--- src/rtl/rm_bfly_pkg.sv ---
package rm_bfly_pkg;

    localparam int unsigned RM_MAX_M = 8;
    localparam int unsigned RM_MAX_N = 1 << RM_MAX_M;

    typedef enum logic {
        ORDER_ASCENDING  = 1'b0,
        ORDER_DESCENDING = 1'b1
    } stage_order_e;

    typedef enum logic [1:0] {
        MODE_COMB     = 2'd0,
        MODE_COMB_REG = 2'd1,
        MODE_PIPE     = 2'd2
    } timing_mode_e;

    // Cycles from message to codeword for a given timing mode
    function automatic int unsigned enc_latency(input int unsigned m, input timing_mode_e mode);
        case (mode)
            MODE_PIPE:     return m;
            MODE_COMB_REG: return 1;
            default:       return 0;
        endcase
    endfunction

    // Positions whose index has bit 'axis' clear are the sources of a stage
    function automatic logic [RM_MAX_N-1:0] axis_mask(input int unsigned axis);
        logic [RM_MAX_N-1:0] r;
        for (int x = 0; x < RM_MAX_N; x++) begin
            r[x] = (((x >> axis) & 1) == 0);
        end
        return r;
    endfunction

    // Axis handled by pipeline slot s under a given order
    function automatic int unsigned stage_axis(input int unsigned s, input int unsigned m,
                                               input stage_order_e order);
        return (order == ORDER_DESCENDING) ? (m - 1 - s) : s;
    endfunction

endpackage

--- src/rtl/rm_bfly_inject.sv ---
module rm_bfly_inject
    import rm_bfly_pkg::*;
#(
    parameter int unsigned M = 7,
    localparam int unsigned MW = M + 1,
    localparam int unsigned N  = 1 << M
) (
    input  logic [MW-1:0] msg,
    output logic [N-1:0]  word
);

    // Constant term at position 0, bit i at position 2^(i-1); fixed wiring only
    always_comb begin
        word    = '0;
        word[0] = msg[0];
        for (int i = 1; i <= M; i++) begin
            word[1 << (i - 1)] = msg[i];
        end
    end

endmodule

--- src/rtl/rm_bfly_stage.sv ---
module rm_bfly_stage
    import rm_bfly_pkg::*;
#(
    parameter int unsigned N    = 128,
    parameter int unsigned AXIS = 0
) (
    input  logic [N-1:0] din,
    output logic [N-1:0] dout
);

    localparam logic [RM_MAX_N-1:0] MASK_ALL = axis_mask(AXIS);
    localparam logic [N-1:0]        KEEP     = MASK_ALL[N-1:0];
    localparam int unsigned         SHIFT    = 1 << AXIS;

    // Unconditional shift-and-XOR along one hypercube axis
    assign dout = din ^ ((din & KEEP) << SHIFT);

endmodule

--- src/rtl/rm_bfly_vreg.sv ---
module rm_bfly_vreg #(
    parameter int unsigned W = 128
) (
    input  logic         clk,
    input  logic         rst,
    input  logic         din_vld,
    input  logic [W-1:0] din,
    output logic         dout_vld,
    output logic [W-1:0] dout
);

    // Data loads every cycle regardless of the strobe: no value-dependent enable
    always_ff @(posedge clk) begin
        if (rst) begin
            dout_vld <= 1'b0;
            dout     <= '0;
        end else begin
            dout_vld <= din_vld;
            dout     <= din;
        end
    end

endmodule

--- src/rtl/rm_bfly_enc.sv ---
module rm_bfly_enc
    import rm_bfly_pkg::*;
#(
    parameter int unsigned  M     = 7,
    parameter timing_mode_e MODE  = MODE_PIPE,
    parameter stage_order_e ORDER = ORDER_ASCENDING,
    localparam int unsigned MW = M + 1,
    localparam int unsigned N  = 1 << M
) (
    input  logic          clk,
    input  logic          rst,
    input  logic          msg_valid,
    input  logic [MW-1:0] msg,
    output logic          cw_valid,
    output logic [N-1:0]  cw
);

    logic [N-1:0] word [0:M];
    logic         vld  [0:M];

    rm_bfly_inject #(.M(M)) u_inject (
        .msg  (msg),
        .word (word[0])
    );
    assign vld[0] = msg_valid;

    for (genvar s = 0; s < M; s++) begin : g_slot
        localparam int unsigned AXIS = stage_axis(s, M, ORDER);
        logic [N-1:0] mixed;

        rm_bfly_stage #(.N(N), .AXIS(AXIS)) u_stage (
            .din  (word[s]),
            .dout (mixed)
        );

        if (MODE == MODE_PIPE) begin : g_reg
            rm_bfly_vreg #(.W(N)) u_reg (
                .clk      (clk),
                .rst      (rst),
                .din_vld  (vld[s]),
                .din      (mixed),
                .dout_vld (vld[s+1]),
                .dout     (word[s+1])
            );
        end else begin : g_wire
            assign word[s+1] = mixed;
            assign vld[s+1]  = vld[s];
        end
    end

    if (MODE == MODE_COMB_REG) begin : g_out_reg
        rm_bfly_vreg #(.W(N)) u_out (
            .clk      (clk),
            .rst      (rst),
            .din_vld  (vld[M]),
            .din      (word[M]),
            .dout_vld (cw_valid),
            .dout     (cw)
        );
    end else begin : g_out_wire
        assign cw_valid = vld[M];
        assign cw       = word[M];
    end

endmodule

--- config.mk ---
export PLATFORM = sky130hd
export DESIGN_NAME = rm_bfly_enc
export DESIGN_NICKNAME = d
export VERILOG_FILES = /design/src/rtl/rm_bfly_pkg.sv /design/src/rtl/rm_bfly_inject.sv /design/src/rtl/rm_bfly_stage.sv /design/src/rtl/rm_bfly_vreg.sv /design/src/rtl/rm_bfly_enc.sv
export SDC_FILE = /design/constraint.sdc
export NUM_CORES = 1
export LEC_CHECK = 0
export ABC_CLOCK_PERIOD_IN_PS = 1150
export CAP_MARGIN = 20
export CORE_MARGIN = 5
export CORE_UTILIZATION = 55
export DETAILED_ROUTE_END_ITERATION = 7
export DONT_BUFFER_PORTS = 1
export GPL_TIMING_DRIVEN = 1
export PLACE_DENSITY_LB_ADDON = 0.2
export REMOVE_ABC_BUFFERS = 1
export SLEW_MARGIN = 30
export SYNTH_ARGS = -nofsm -noshare
export SYNTH_HDL_FRONTEND = slang
export SYNTH_SLANG_ARGS = --single-unit
--- constraint.sdc ---
create_clock -name clk -period 1.15 [get_ports clk]
set_input_delay 0.23 -clock clk [delete_from_list [all_inputs] [get_ports clk]]
set_output_delay 0.23 -clock clk [all_outputs]
set_load 0.03 [all_outputs]
After elaboration in Yosys (flattened, before gate mapping)
Index checks and enable logic that the tools add are counted.

Register bits: 903. Bits in latches: 0. RAM bits: 0. ROM bits: 0. Input bits: 11. Output and inout bits: 129. Word-level logic and storage cells: 21. Memories: 0.

Add/sub/neg operators: 0. $mul: 0. Divide/modulo/power cells: 0. Magnitude comparators: 0. Equality and inequality tests: 0. Shift-type cells: 0. Muxes and demuxes: 0. Bitwise operators: 7. Reductions and logical operators: 0.

Operator list (count): $xor A128 B128 Y128 (6); $xor A65 B66 Y66 (1).

Longest topological paths before layout
Gate-level depths: netlist (run 1).

Depth in word-level cells: 1. Mapped depth: 4. Gate-level depth less buffers: 2.

Cells and area by module
Synthesis (run 1) repeated with hierarchy kept, for this count alone.

Cell total of the unflattened synthesis: 2929. Area total of the unflattened synthesis: 32486.2 um^2.

Modules (own cells, without submodules): rm_bfly_vreg (times used 7, cells each 272, area each 3462.1 um^2, sequential area each 2582.5 um^2); rm_bfly_stage (times used 7, cells each 128, area each 1041.0 um^2, sequential area each 0.0 um^2); rm_bfly_inject (times used 1, cells each 129, area each 964.7 um^2, sequential area each 0.0 um^2).

Worst setup path after synthesis (run 1)
OpenSTA, ideal clock, no wires.

Kind: register to register. Start point: register, netlist name g_slot[5].g_reg.u_reg.dout[95]. End point: register g_slot[6].g_reg.u_reg.dout[77]. Setup time: 0.117 ns. Arrival: 0.796 ns. Required time: 1.033 ns. Setup slack: 0.236 ns. Cell stages (with the launch flop): 5. Path buffers: 2. Clock period less this slack: 0.914 ns. Cells stage by stage: dfxtp_1 -> buf_4 -> buf_6 -> xnor2_1 -> nor2_1.

RTL lines: to (signal assigned) (RTL line rm_bfly_vreg.sv:19) `dout <= din;`; to (decl) (RTL line rm_bfly_vreg.sv:9) `output logic [W-1:0] dout`.

Final worst setup path (run 1)
Start point: register g_slot[5].g_reg.u_reg.dout[61]. End point: register g_slot[6].g_reg.u_reg.dout[61].

Longest elaborated chain between the ends: 1.

Ends and longest elaborated chain: from (decl) (RTL line rm_bfly_vreg.sv:9); from (signal assigned) (RTL line rm_bfly_vreg.sv:19); $xor A128 B128 Y128 (RTL line rm_bfly_stage.sv:16) `assign dout = din ^ ((din & KEEP) << SHIFT);`.

No other way between the ends. A chain may end at the register's enable or synchronous reset.

==> results of run 1 <==
==> power by group <==
group | leakage (uW) | switching, uW | total [uW] | internal [uW]
combinational | 0.00199 | 134 | 460 | 325
sequential | 0.00240 | 226 | 9950 | 9720
clock | 0.000452 | 3520 | 8940 | 5430
total | 0.00484 | 3880 | 19300 | 15500
==> cell type report <==
cell class                 instances  area share (%)
clock buffer                      36            6.71
clock inverter                    13            1.29
multi-input combinational        409            22.6
sequential                       282            53.1
tap                              188            2.02
timing repair buffer             161            14.3
==> state kept, by name, summed over array words and instances, names as in the netlist <==
register                     flops
g_slot.g_reg.u_reg.dout        275
g_slot.g_reg.u_reg.dout_vld      7
==> through the flow <==
step	area (um2)	hold WS, ns
after floorplan	8200	0.302
after global placement	8570	0.328
after detailed placement	8570	0.326
after CTS	11500	-0.220
after global routing	11600	-0.228
final	11600	-0.184
==> path summary, 6_finish.rpt <==
check / from / slack (ns) / to
max: g_slot[5].g_reg.u_reg.dout[61]$_SDFF_PP0_ / -0.02 / g_slot[6].g_reg.u_reg.dout[61]$_SDFF_PP0_
min: rst / -0.18 / g_slot[6].g_reg.u_reg.dout[81]$_SDFF_PP0_
max reg2reg: g_slot[5].g_reg.u_reg.dout[61]$_SDFF_PP0_ / -0.02 / g_slot[6].g_reg.u_reg.dout[61]$_SDFF_PP0_
min reg2reg: g_slot[5].g_reg.u_reg.dout[14]$_SDFF_PP0_ / 0.48 / g_slot[6].g_reg.u_reg.dout[14]$_SDFF_PP0_
==> metal layers <==
layer | routed length, um | vias to the layer above | part of all wire (%)
met4 | 268 | 0 | 1.7
met1 | 5830 | 2328 | 38
met5 | 0 | - | 0
li1 | - | 2482 | -
met2 | 8520 | 99 | 55
met3 | 826 | 22 | 5.3
==> kinds of logic (layout without fill, tap and decap cells) <==
family / count (synthesis) / count (layout)
DFF: 282 / 282
and+or+nand+nor: 282 / 282
xor gates and xnor gates: 127 / 127
buffers and inverters: 46 / 210
==> what timing repair did <==
item / in CTS / in global routing
endpoints found under the setup margin: 129 / 175
buffers inserted: 0 / 3
gates resized for setup: 258 / 64
endpoints found under the hold margin: 282 / 135
pin swaps: 0 / 0
hold buffers: 154 / 1
==> placed cells by master, fill, tap and decap left out, types with 2 or more instances in the layout <==
master / count
dfxtp_4: 130
buf_4: 9
xnor2_1: 127
buf_12: 4
dlymetal6s4s_1: 13
dlygate4sd3_1: 135
dfxtp_2: 27
clkbuf_1: 2
clkbuf_8: 7
nor2_1: 127
clkinv_2: 6
dfxtp_1: 125
bufinv_16: 3
nor2b_1: 131
nor2b_2: 23
clkbuf_16: 27
clkinvlp_4: 4
==> results.sh, run 1 <==
export IMPL_cp_depth=2
export IMPL_hold_path_class="in -> reg"
export IMPL_startpoint_type="flip-flop"
export IMPL_crit_fanout=2
export IMPL_final_nets=892
export IMPL_violations="hold timing, setup timing"
export IMPL_cts_root_buf="clkbuf_16"
export IMPL_setup_violations=7
export IMPL_synth_top_family_by_area="simple AND/OR/NAND/NOR gates"
export IMPL_final_layout_size_suffix_gt1_share_pct=26.7
export IMPL_setup_ws_ns=-0.0194
export IMPL_cap_violations=0
export IMPL_fin_crit_ns=1.17
export IMPL_drt_iter0_markers=177
export IMPL_die_x_um=134
export IMPL_use_met3_pct=3.86
export IMPL_finClkSkew_ns=0.00735
export IMPL_post_route_drc_count=0
export IMPL_syn_area_mm2=0.00851
export IMPL_htree_levels=1
export IMPL_start_util_pct=56.0
export IMPL_muxShareOfSynthArea_pct=0
export IMPL_yosysUniqueCellTypes=10
export IMPL_grt_first_pass_wirelength_um=25400
export IMPL_place_gp_congestion=0.710
export IMPL_grt_use_total_pct=17.1
export IMPL_worstPathRequired_ns=1.54
export IMPL_path_class="reg -> reg"
export IMPL_timing_hold_ws_ns=-0.184
export IMPL_vias=4931
export IMPL_synth_edff_count=0
export IMPL_ir_drop_mv=1.17
export IMPL_synth_compound_area_share_pct=0
export IMPL_p_per_area_mw_per_mm2=1670
export IMPL_finalPower_uw=19300
export IMPL_netlist_top_cells_area="dfxtp_1 66%, xnor2_1 13%, nor2b_1 11%"
export IMPL_synthCells=737
export IMPL_yosys_area_share_adder_pct=0
export IMPL_dp_hpwl_um=7510
export IMPL_fin_util_pct=76.4
export IMPL_yosysMostFrequentCell="dfxtp_1"
export IMPL_period_share_pct=102
export IMPL_synth_async_reset_ratio_pct=0
export IMPL_grt_max_degree=283
export IMPL_maxSlewViolCount=0
export IMPL_cpPeakStageDelay_ns=0.57
export IMPL_cp_slowest_cell="dlygate4sd3_1"
export IMPL_avgSynthCellArea_um2=11.5
export IMPL_yosys_area_top_type="dfxtp_1"
export IMPL_busiest_layer="met2"
export IMPL_synth_xor_area_share_pct=13.1
export IMPL_worstSetupEndpointType="flip-flop"
export IMPL_path_clk_slew_ns=0.06
export IMPL_leakage_uw=0.00484
export IMPL_rows=45
export IMPL_multiInputGateArea_mm2=0.00262
export IMPL_antenna_found_initial=0
export IMPL_grt_pass1_vias=5135
export IMPL_synth_top_area_share_pct=66.3
export IMPL_syn_to_final_growth_pct=36.5
export IMPL_cp_data_arrival_time_ns=1.56
export IMPL_rsz0062_at_grt="true"
export IMPL_io_buffers=0
export IMPL_drtAntennaViolNets=0
export IMPL_max_freq_mhz=855
export IMPL_io_pins=140
export IMPL_drtPass1Iterations=4
export IMPL_dp_cells=889
export IMPL_ys_warn_count=0
export IMPL_crit_chain="nor2b_2, dlygate4sd3_1"
export IMPL_cts_made_buffers=27
export IMPL_seq_area_mm2=0.00617
export IMPL_fillers=960
export IMPL_routedWlPerCell_um=14.2
export IMPL_synth_seq_cells=282
export IMPL_outcome="finished with violations"
export IMPL_critPathTopFamily="buffers and inverters"
export IMPL_max_slew_margin_pct=76.8
export IMPL_stdcell_count=1089
export IMPL_ys_seq_area_share_pct=66.3
export IMPL_dpl_worst_slack_ns=0.134
export IMPL_use_met1_pct=18.7
export IMPL_tightest_slew_ns=0.348
export IMPL_n_antenna_cell=0
export IMPL_met2_usage_pct=33.0
export IMPL_core_area_mm2=0.0152
export IMPL_die_area_mm2=0.0181
export IMPL_yosys_area_share_simple_pct=17.0
export IMPL_hold_violations=71
export IMPL_cts_buffer_depth=3
export IMPL_via_per_inst=4.53
export IMPL_gr_total_overflow=0
export IMPL_cts_num_sinks=282
export IMPL_clkLatencyLatePin_ns=0.51
export IMPL_timing_setup_tns_ns=-0.0498
export IMPL_drt_total_wl_um=15400
export IMPL_critPathBufInv=1
export IMPL_ys_flop_type="dfxtp_1"
export IMPL_die_y_um=134
export IMPL_hold_depth=1
export IMPL_r2r_cells=2
export IMPL_cts_tree="yes"
export IMPL_synthTopCellsByCount="282 x dfxtp_1, 155 x nor2b_1, 127 x nor2_1, 127 x xnor2_1, 21 x buf_2"
Note: power is estimated with default switching activity, not from simulation.
==> run 2, diff against run 1 <==
--- a/config.mk
+++ b/config.mk
@@ -5,13 +5,12 @@
 export SDC_FILE = /design/constraint.sdc
 export NUM_CORES = 1
 export LEC_CHECK = 0
-export ABC_CLOCK_PERIOD_IN_PS = 1150
+export ABC_CLOCK_PERIOD_IN_PS = 1500
 export CAP_MARGIN = 20
 export CORE_MARGIN = 5
 export CORE_UTILIZATION = 55
 export DETAILED_ROUTE_END_ITERATION = 7
 export DONT_BUFFER_PORTS = 1
-export GPL_TIMING_DRIVEN = 1
 export PLACE_DENSITY_LB_ADDON = 0.2
 export REMOVE_ABC_BUFFERS = 1
 export SLEW_MARGIN = 30
==> constraint.sdc (replaced) <==
create_clock -name clk -period 1.5 [get_ports clk]
set_input_delay 0.3 -clock clk [delete_from_list [all_inputs] [get_ports clk]]
set_output_delay 0.3 -clock clk [all_outputs]
set_load 0.03 [all_outputs]
==> results.sh, run 2 <==
export IMPL_outcome="did not finish"
export IMPL_haltStage="4_1_cts"
export IMPL_error_line="[ERROR RSZ-0060] Max buffer count reached."
export IMPL_io_buffers=0
export IMPL_ys_seq_area_share_pct=66.3
export IMPL_dp_cells=886
export IMPL_synthTopCellsByCount="282 x dfxtp_1, 155 x nor2b_1, 127 x nor2_1, 127 x xnor2_1, 21 x buf_2"
export IMPL_dpl_worst_slack_ns=0.365
export IMPL_place_gp_congestion=0.700
export IMPL_die_x_um=134
export IMPL_synth_edff_count=0
export IMPL_htree_levels=1
export IMPL_cts_resized=0
export IMPL_synth_async_reset_ratio_pct=0
export IMPL_netlist_top_cells_area="dfxtp_1 66%, xnor2_1 13%, nor2b_1 11%"
export IMPL_cts_root_buf="clkbuf_16"
export IMPL_yosysUniqueCellTypes=10
export IMPL_yosysMostFrequentCell="dfxtp_1"
export IMPL_place_area_mm2=0.00852
export IMPL_rows=45
export IMPL_synth_top_area_share_pct=66.3
export IMPL_yosys_area_top_type="dfxtp_1"
export IMPL_synth_seq_cells=282
export IMPL_ys_warn_count=0
export IMPL_start_util_pct=56.0
export IMPL_die_y_um=134
export IMPL_ys_flop_type="dfxtp_1"
export IMPL_cts_num_sinks=282
export IMPL_cts_made_buffers=26
export IMPL_syn_area_mm2=0.00851
export IMPL_avgSynthCellArea_um2=11.5
export IMPL_cts_setup_buffers=0
export IMPL_synthCells=737
export IMPL_cts_hold_buf=187
export IMPL_io_pins=140
export IMPL_dp_hpwl_um=7290
export IMPL_cts_buffer_depth=3
## run 2: cells by family after synthesis
| kind of cell | count (synthesis) | share of synthesized area (%) |
|---|---|---|
| flops | 282 | 66.3 |
| simple gates | 282 | 17.0 |
| xor+xnor | 127 | 13.1 |
| buf+inv | 46 | 3.59 |
## run 2: through the flow
step                      TNS, ns  hold slack [ns]
after floorplan            -72.65            0.372
after global placement          0            0.397
after detailed placement        0            0.395
==> run 3, diff against run 2 <==
--- a/config.mk
+++ b/config.mk
@@ -8,10 +8,10 @@
 export ABC_CLOCK_PERIOD_IN_PS = 1500
 export CAP_MARGIN = 20
 export CORE_MARGIN = 5
-export CORE_UTILIZATION = 55
+export CORE_UTILIZATION = 40
 export DETAILED_ROUTE_END_ITERATION = 7
 export DONT_BUFFER_PORTS = 1
-export PLACE_DENSITY_LB_ADDON = 0.2
+export PLACE_DENSITY_LB_ADDON = 0.15
 export REMOVE_ABC_BUFFERS = 1
 export SLEW_MARGIN = 30
 export SYNTH_ARGS = -nofsm -noshare
==> results.sh, run 3 (synthesized netlist as in run 1, its figures left out) <==
export IMPL_grt_use_total_pct=12.2
export IMPL_cts_hold_buf=201
export IMPL_cts_root_buf="clkbuf_16"
export IMPL_timing_setup_tns_ns=0
export IMPL_core_area_mm2=0.0210
export IMPL_max_slew_margin_pct=68.8
export IMPL_path_clk_slew_ns=0.06
export IMPL_final_layout_size_suffix_gt1_share_pct=6.19
export IMPL_startpoint_type="flip-flop"
export IMPL_violations="hold timing"
export IMPL_p_per_area_mw_per_mm2=1340
export IMPL_period_share_pct=94.2
export IMPL_n_antenna_cell=0
export IMPL_tightest_slew_ns=0.467
export IMPL_timing_hold_ws_ns=-0.112
export IMPL_fin_util_pct=55.7
export IMPL_cts_made_buffers=29
export IMPL_crit_fanout=10
export IMPL_path_class="reg -> reg"
export IMPL_io_buffers=0
export IMPL_top_register="g_slot.g_reg.u_reg.dout"
export IMPL_top_regs="g_slot.g_reg.u_reg.dout (275), g_slot.g_reg.u_reg.dout_vld (7)"
export IMPL_start_util_pct=40.6
export IMPL_antenna_found_initial=0
export IMPL_cts_buffer_depth=3
export IMPL_io_pins=140
export IMPL_drt_total_wl_um=15000
export IMPL_drtPass1Iterations=3
export IMPL_setup_ws_ns=0.0874
export IMPL_die_y_um=156
export IMPL_place_gp_congestion=0.712
export IMPL_cp_data_arrival_time_ns=1.82
export IMPL_layout_commonest_cell="dfxtp_1"
export IMPL_rows=53
export IMPL_cts_setup_buffers=0
export IMPL_most_common_layout_cells="280 x dfxtp_1, 201 x dlygate4sd3_1, 155 x nor2b_1, 127 x xnor2_1, 127 x nor2_1"
export IMPL_dpl_worst_slack_ns=0.394
export IMPL_drtAntennaViolNets=0
export IMPL_final_nets=941
export IMPL_drt_iter0_markers=172
export IMPL_clkLatencyLatePin_ns=0.53
export IMPL_setup_violations=0
export IMPL_ir_drop_mv=0.696
export IMPL_grt_first_pass_wirelength_um=25100
export IMPL_worstPathRequired_ns=1.91
export IMPL_cts_num_sinks=282
export IMPL_hold_path_class="in -> reg"
export IMPL_dp_hpwl_um=8020
export IMPL_fin_crit_ns=1.41
export IMPL_max_freq_mhz=708
export IMPL_cts_tree="yes"
export IMPL_leakage_uw=0.00490
export IMPL_fillers=1830
export IMPL_post_route_drc_count=0
export IMPL_worstSetupEndpointType="flip-flop"
export IMPL_maxSlewViolCount=0
export IMPL_routedWlPerCell_um=12.2
export IMPL_grt_pass1_vias=5310
export IMPL_finClkSkew_ns=0.0164
export IMPL_vias=5122
export IMPL_gr_total_overflow=0
export IMPL_rsz0062_at_grt="false"
export IMPL_largest_reg_flops=275
export IMPL_hold_violations=66
export IMPL_via_per_inst=4.17
export IMPL_die_area_mm2=0.0243
export IMPL_htree_levels=1
export IMPL_die_x_um=156
export IMPL_grt_max_degree=283
export IMPL_cap_violations=0
export IMPL_syn_to_final_growth_pct=37.1
export IMPL_outcome="finished with violations"
-- run 3: worst paths after layout --
kind	from	endpoint	slack (ns)	cells past startpoint
max reg2reg	g_slot[3].g_reg.u_reg.dout[31]$_SDFF_PP0_	g_slot[4].g_reg.u_reg.dout[28]$_SDFF_PP0_	0.09	4
min reg2reg	g_slot[4].g_reg.u_reg.dout[22]$_SDFF_PP0_	g_slot[5].g_reg.u_reg.dout[54]$_SDFF_PP0_	0.49	2
min	rst	g_slot[6].g_reg.u_reg.dout[99]$_SDFF_PP0_	-0.11	1
max	g_slot[3].g_reg.u_reg.dout[31]$_SDFF_PP0_	g_slot[4].g_reg.u_reg.dout[28]$_SDFF_PP0_	0.09	4
-- run 3: worst max-delay path: stages (launching register included) --
cell and delay [ns]:
dfxtp_1 0.34, buf_6 0.19, xnor2_1 0.14, nor2_1 0.06, dlygate4sd3_1 0.55
-- run 3: power breakdown --
group | switching, uW | total [uW] | internal [uW] | leakage [uW]
Sequential | 173 | 7820 | 7650 | 0.00229
Clock | 2830 | 7370 | 4540 | 0.000502
Combinational | 101 | 386 | 285 | 0.00211
Total | 3100 | 15600 | 12500 | 0.00490
-- run 3: layout make-up --
type | instances | area (um2) | area share, %
clock buffer | 39 | 823 | 7.06
timing repair buffer | 208 | 2100 | 18.0
tap | 275 | 344 | 2.95
sequential | 282 | 5650 | 48.4
multi-input combinational | 409 | 2560 | 21.9
clock inverter | 15 | 189 | 1.62
-- run 3: repair_timing --
item                                    CTS  global route
endpoints found under the hold margin   282            81
endpoints found under the setup margin    0            14
resized for setup                         0             2
-- run 3: metal layers --
| layer | wire (um) | share of wire (%) | track usage (%) | vias up |
|---|---|---|---|---|
| li1 | - | - | - | 2591 |
| met1 | 6150 | 41 | 14.1 | 2397 |
| met2 | 7390 | 49 | 21.7 | 103 |
| met3 | 1080 | 7.2 | 3.58 | 31 |
| met4 | 333 | 2.2 | 4.09 | 0 |
| met5 | 0 | 0 | 0 | - |
-- run 3: stage by stage --
stage	hold slack [ns]	instances	power, uW	cell area, um2
after floorplan	0.372	691	8170	8200
after global placement	0.395	973	8220	8630
after detailed placement	0.393	973	8220	8630
after CTS	-0.170	1228	15800	11700
after global routing	-0.126	1228	16200	11700
final	-0.112	1228	15600	11700
